$ cat config.mk
export PLATFORM = sky130hd
export DESIGN_NAME = ext_bus_master
export DESIGN_NICKNAME = d
export VERILOG_FILES = /design/src/rtl/ebm_pkg.sv /design/src/rtl/ebm_wait_gen.sv /design/src/rtl/ebm_timeout.sv /design/src/rtl/ext_bus_master.sv
export SDC_FILE = /design/constraint.sdc
export NUM_CORES = 1
export LEC_CHECK = 0
export CAP_MARGIN = 20
export CORE_ASPECT_RATIO = 1.4
export CORE_MARGIN = 2
export CORE_UTILIZATION = 44
export DETAILED_ROUTE_END_ITERATION = 8
export GPL_TIMING_DRIVEN = 0
export PLACE_DENSITY = 0.85
export REMOVE_ABC_BUFFERS = 1
export SLEW_MARGIN = 20
export SYNTH_ARGS = -nofsm -noshare
export SYNTH_HDL_FRONTEND = slang
export SYNTH_HIERARCHICAL = 1
export SYNTH_SLANG_ARGS = --single-unit
$ cat constraint.sdc
create_clock -name clk -period 4 [get_ports clk]
set_input_delay 0.6 -clock clk [delete_from_list [all_inputs] [get_ports clk]]
set_output_delay 0.6 -clock clk [all_outputs]
set_load 0.05 [all_outputs]
$ cat src/rtl/ebm_pkg.sv
package ebm_pkg;
  typedef enum logic [1:0] {
    ST_IDLE = 2'd0,
    ST_ADDR = 2'd1,
    ST_DATA = 2'd2,
    ST_HOLD = 2'd3
  } ebm_state_e;
endpackage

$ cat src/rtl/ebm_wait_gen.sv
module ebm_wait_gen #(
  parameter int WSW = 4
) (
  input  logic           clk,
  input  logic           rst,
  input  logic           load,
  input  logic           run,
  input  logic [WSW-1:0] load_val,
  output logic           ack_int
);
  logic [WSW-1:0] cnt_q;

  always_ff @(posedge clk) begin
    if (rst)                    cnt_q <= '0;
    else if (load)              cnt_q <= load_val;
    else if (run && cnt_q != 0) cnt_q <= cnt_q - 1'b1;
  end

  assign ack_int = (cnt_q == '0);
endmodule

$ cat src/rtl/ebm_timeout.sv
module ebm_timeout #(
  parameter bit EN    = 1'b1,
  parameter int LIMIT = 1024
) (
  input  logic clk,
  input  logic rst,
  input  logic run,
  output logic expire
);
  localparam int CW = (LIMIT > 1) ? $clog2(LIMIT) : 1;
  localparam logic [CW-1:0] LAST = CW'(LIMIT - 1);

  logic [CW-1:0] cnt_q;

  always_ff @(posedge clk) begin
    if (rst || !run)      cnt_q <= '0;
    else if (cnt_q != LAST) cnt_q <= cnt_q + 1'b1;
  end

  assign expire = EN && run && (cnt_q == LAST);
endmodule

$ cat src/rtl/ext_bus_master.sv
module ext_bus_master #(
  parameter int AW       = 32,
  parameter int DW       = 32,
  parameter int ATW      = 4,
  parameter int WSW      = 4,
  parameter bit TO_EN    = 1'b1,
  parameter int TO_LIMIT = 1024
) (
  input  logic           clk,
  input  logic           rst,
  input  logic           req_valid,
  output logic           req_ready,
  input  logic           req_write,
  input  logic [AW-1:0]  req_addr,
  input  logic [DW-1:0]  req_wdata,
  input  logic [ATW-1:0] req_attr,
  input  logic           req_int_ack,
  input  logic [WSW-1:0] req_wait,
  output logic           rsp_valid,
  output logic           rsp_err,
  output logic [DW-1:0]  rsp_rdata,
  output logic [AW-1:0]  bus_addr,
  output logic [ATW-1:0] bus_attr,
  output logic           bus_rw,
  output logic           bus_ts,
  output logic [DW-1:0]  bus_dout,
  output logic           bus_doe,
  input  logic [DW-1:0]  bus_din,
  input  logic           bus_ta
);
  import ebm_pkg::*;

  ebm_state_e     state_q;
  logic           int_q;
  logic [WSW-1:0] wait_q;
  logic           ack_int, expire, ack_sel, accept, done, tmo;

  ebm_wait_gen #(.WSW(WSW)) u_wait (
    .clk(clk), .rst(rst),
    .load(state_q == ST_ADDR), .run(state_q == ST_DATA),
    .load_val(wait_q), .ack_int(ack_int)
  );

  ebm_timeout #(.EN(TO_EN), .LIMIT(TO_LIMIT)) u_tmo (
    .clk(clk), .rst(rst), .run(state_q == ST_DATA), .expire(expire)
  );

  assign req_ready = (state_q == ST_IDLE) || (state_q == ST_HOLD);
  assign accept    = req_valid && req_ready;
  assign ack_sel   = int_q ? ack_int : bus_ta;
  assign done      = (state_q == ST_DATA) && ack_sel;
  assign tmo       = (state_q == ST_DATA) && !ack_sel && expire;

  always_ff @(posedge clk) begin
    if (rst) begin
      state_q   <= ST_IDLE;
      int_q     <= 1'b0;
      wait_q    <= '0;
      rsp_valid <= 1'b0;
      rsp_err   <= 1'b0;
      rsp_rdata <= '0;
      bus_addr  <= '0;
      bus_attr  <= '0;
      bus_rw    <= 1'b1;
      bus_ts    <= 1'b0;
      bus_dout  <= '0;
      bus_doe   <= 1'b0;
    end else begin
      rsp_valid <= 1'b0;
      rsp_err   <= 1'b0;
      bus_ts    <= 1'b0;
      unique case (state_q)
        ST_IDLE, ST_HOLD: begin
          bus_doe <= 1'b0;
          if (accept) begin
            state_q  <= ST_ADDR;
            bus_ts   <= 1'b1;
            bus_addr <= req_addr;
            bus_attr <= req_attr;
            bus_rw   <= ~req_write;
            bus_dout <= req_write ? req_wdata : '0;
            int_q    <= req_int_ack;
            wait_q   <= req_wait;
          end else begin
            state_q <= ST_IDLE;
            bus_rw  <= 1'b1;
          end
        end
        ST_ADDR: begin
          state_q <= ST_DATA;
          bus_doe <= ~bus_rw;
        end
        ST_DATA: begin
          if (done) begin
            state_q   <= ST_HOLD;
            rsp_valid <= 1'b1;
            rsp_rdata <= bus_rw ? bus_din : '0;
          end else if (tmo) begin
            state_q   <= ST_HOLD;
            rsp_valid <= 1'b1;
            rsp_err   <= 1'b1;
            rsp_rdata <= '0;
          end
        end
        default: state_q <= ST_IDLE;
      endcase
    end
  end
endmodule

==> summary.md <==
| Metric | Value |
|---|---|
| Storage cell area | `between 2000 and 3000 um^2` |
| Source of the critical timing path | `state_q[0]` |
| RSZ-0062 raised after global routing | `no` |
| Status | `completed` |
| Post-CTS setup buffer count | `0` |
| Multi-input logic area | `~2000 um^2` |
| Antenna diodes | `0` |
| Setup TNS Final | `0 ns` |
| CP max FO | `7` |
| Core box area | `slightly above 10,000 um^2` |
| Layout cells sized above 1 | `0.06301` |
| Critical path required time | `approximately 3.4 ns` |
| Max clock buf depth | `2` |
| Depth of the worst register-to-register path | `6` |
| Worst Setup Start Kind | `flip-flop` |
| Pwr Density | `just under 700 nW/um^2` |
| DRT Pass-1 Iters | `4` |
| Final net count | `831` |
| Setup violators final | `0` |
| Die height | `125.8 um` |
| Wire length per cell | `15.55 um` |
| Max VDD drop | `0.4444 mV` |
| First-pass GRT wire length | `21.69 mm` |
| # H-tree levels | `4` |
| Library cells used by synthesis | `47` |
| CTS tree | `built` |
| Chip width | `about 91 um` |
| Antenna violations before repair | `0` |
| Hold buffer count at cts | `0` |
| Antenna Nets Post-Route | `0` |
| Crit path kind | `reg -> out` |
| Worst Slack Setup Final | `~1.3 ns` |
| Critical Path End | `req_ready` |
| RD Place Congestion | `roughly 0.78` |
| Final Cycle Share | `0.6831` |
| Post-Synthesis Cell Area | `between 4000 and 5000 um^2` |
| Final Core Density | `0.7249` |
| Hpwl dp | `roughly 9.4 mm` |
| Final hold vios | `0` |
| Seq/Total Area, Yosys | `0.5406` |
| Hold crit path type | `reg -> reg` |
| # DRC | `0` |
| Initial DRC count | `181` |
| CP Capture Type | `output port` |
| WL met1 | `approximately 5.2 mm` |
| CP Data Arrival Time | `~2.1 ns` |
| Die ar. | `roughly 11,000 um^2` |
| Ys flop type | `dfxtp_1` |
| Io pins | `approximately 220` |
| Final Critical Period | `2.732 ns` |
| Worst Tran Pin Value | `between 0.7 and 0.8 ns` |
| Pre-CTS setup slack | `~1.7 ns` |
| Clock Sinks | `126` |
| DR vias/cell | `roughly 5.2` |
| Total GRT Usage | `0.2350` |
| Synthesis Warnings | `6` |
| Pins Over Slew Limit | `0` |
| HP Start | `bus_dout[7]` |
| Final wirelength | `approximately 14 mm` |
| Pwr Total | `a little over 5 mW` |
| Area delta synth->final | `60.79%` |
| Vias | `~4.5k` |
| Yosys reg bits | `about 130` |
| Routed met3 length | `roughly 970 um` |
| Fill count | `724` |
| Synth Instances | `520` |
| Worst r2r src | `state_q[0]` |
| Max_cap viols | `0` |
| Rel. slew slack | `0.4885` |
| Met2 WL post-DR | `roughly 6.9 mm` |
| Row count | `44` |
| Total leakage power | `between 2 and 3 nW` |
| Gr ovfl total | `0` |
| Starting Density | `0.4508` |
| Number of buffers created by CTS | `17` |
| Post-cts resize count | `0` |
| Worst Skew | `0.007942 ns` |
| Top routing layer in use | `met4` |
| Reg-to-reg setup timing slack | `roughly 1.8 ns` |
| Async set-or-reset flop fraction in the synthesized netlist | `0` |
| R2r endpoint | `rsp_rdata[18]` |
| Clock Tree Root | `clkbuf_16` |
| Post-synth EDFFs | `0` |
| Largest net degree at the start of global routing | `75` |
| PortBufs | `215` |
| Reg clk slew, reported paths | `0.05 ns` |
| Worst-Skew Late Latency | `~0.40 ns` |
| Fmax | `366.0 MHz` |
| Vias in the first global route | `between 4k and 5k` |
| Synth Area per Inst | `between 8 and 9 um^2` |
## routing by layer
| layer | vias up | GRT usage |
|---|---|---|
| li1 | 2206 | - |
| met4 | 0 | 0.1025 |
| met5 | - | 0 |
| met1 | 2115 | 0.2460 |
| met3 | 29 | 0.08732 |
| met2 | 186 | 0.4183 |
## synth_stat cells, types with 5 or more instances
library cell	instances	area [um^2]
nor2_1	12	45.04
nand2_1	123	461.7
and3_1	5	31.28
nand3_1	39	195.2
dfxtp_1	126	2522
a21oi_1	76	380.4
inv_1	6	22.52
a31oi_1	6	37.54
buf_1	9	33.78
clkbuf_1	11	41.29
a22o_1	32	280.3
buf_2	14	70.07
## layout make-up
| class | instances | area share |
|---|---|---|
| Clock buffer | 21 | 0.06271 |
| Clock inverter | 11 | 0.02168 |
| Inverter | 6 | 0.003002 |
| Multi-Input combinational cell | 349 | 0.2602 |
| Sequential cell | 126 | 0.3362 |
| Tap cell | 138 | 0.02302 |
| Timing Repair Buffer | 217 | 0.2932 |
## placed cells by master (no fill, tap or decap), types with 5 or more instances in the layout
cell type          n
dfxtp_1          126
clkdlybuf4s50_1  213
a22o_1            32
nand3_1           39
nand2_1          122
a21oi_1           76
inv_1              6
clkbuf_16         17
nor2_1            12
a31oi_1            6
and3_1             5
## how the worst min path moves through the flow
| stage | to | slack, ns | depth (start not counted) |
|---|---|---|---|
| finish | bus_dout[7] | 0.45 | 2 |
| floorplan | wait_q[0] | 0.43 | 2 |
| global placement | bus_dout[8] | 0.44 | 2 |
| CTS | bus_dout[13] | 0.45 | 2 |
| detailed placement | bus_dout[8] | 0.45 | 2 |
| global route | bus_addr[6] | 0.47 | 2 |
## kinds of logic after synthesis
kind of cell	Yosys count	share of synthesized area
fa+ha+maj	4	0.01073
mux	6	0.01421
buf+inv	45	0.04720
compound gates	133	0.1853
flops	126	0.5406
simple gates	206	0.2019
## metrics by stage
step	hold slack [ns]	instance area (um^2)	cells
global route	0.4744	7502	868
finish	0.4516	7502	868
CTS	0.4505	7502	868
detailed placement	0.4452	6869	836
floorplan	0.4303	4468	481
global placement	0.4371	6793	834
## critical path, cell delays in order (launching register included)
cell and delay [ns]:
dfxtp_1 0.35, inv_1 0.06, ha_1 0.42, clkdlybuf4s50_1 0.89
## registers in the layout, summed over array words and instances, names as in the netlist
name,flops
int_q,1
bus_addr,32
u_wait/cnt_q,4
bus_attr,4
rsp_rdata,32
rsp_err,1
bus_doe,1
wait_q,4
bus_dout,32
bus_ts,1
rsp_valid,1
bus_rw,1
state_q,2
u_tmo/cnt_q,10
## power by group
group / total, mW / internal [mW] / switching (mW)
clock network: 1.62 / 1.09 / 0.532
registers: 1.58 / 1.46 / 0.115
logic: 1.87 / 0.644 / 1.23
Note: power is estimated with default switching activity, not from simulation.
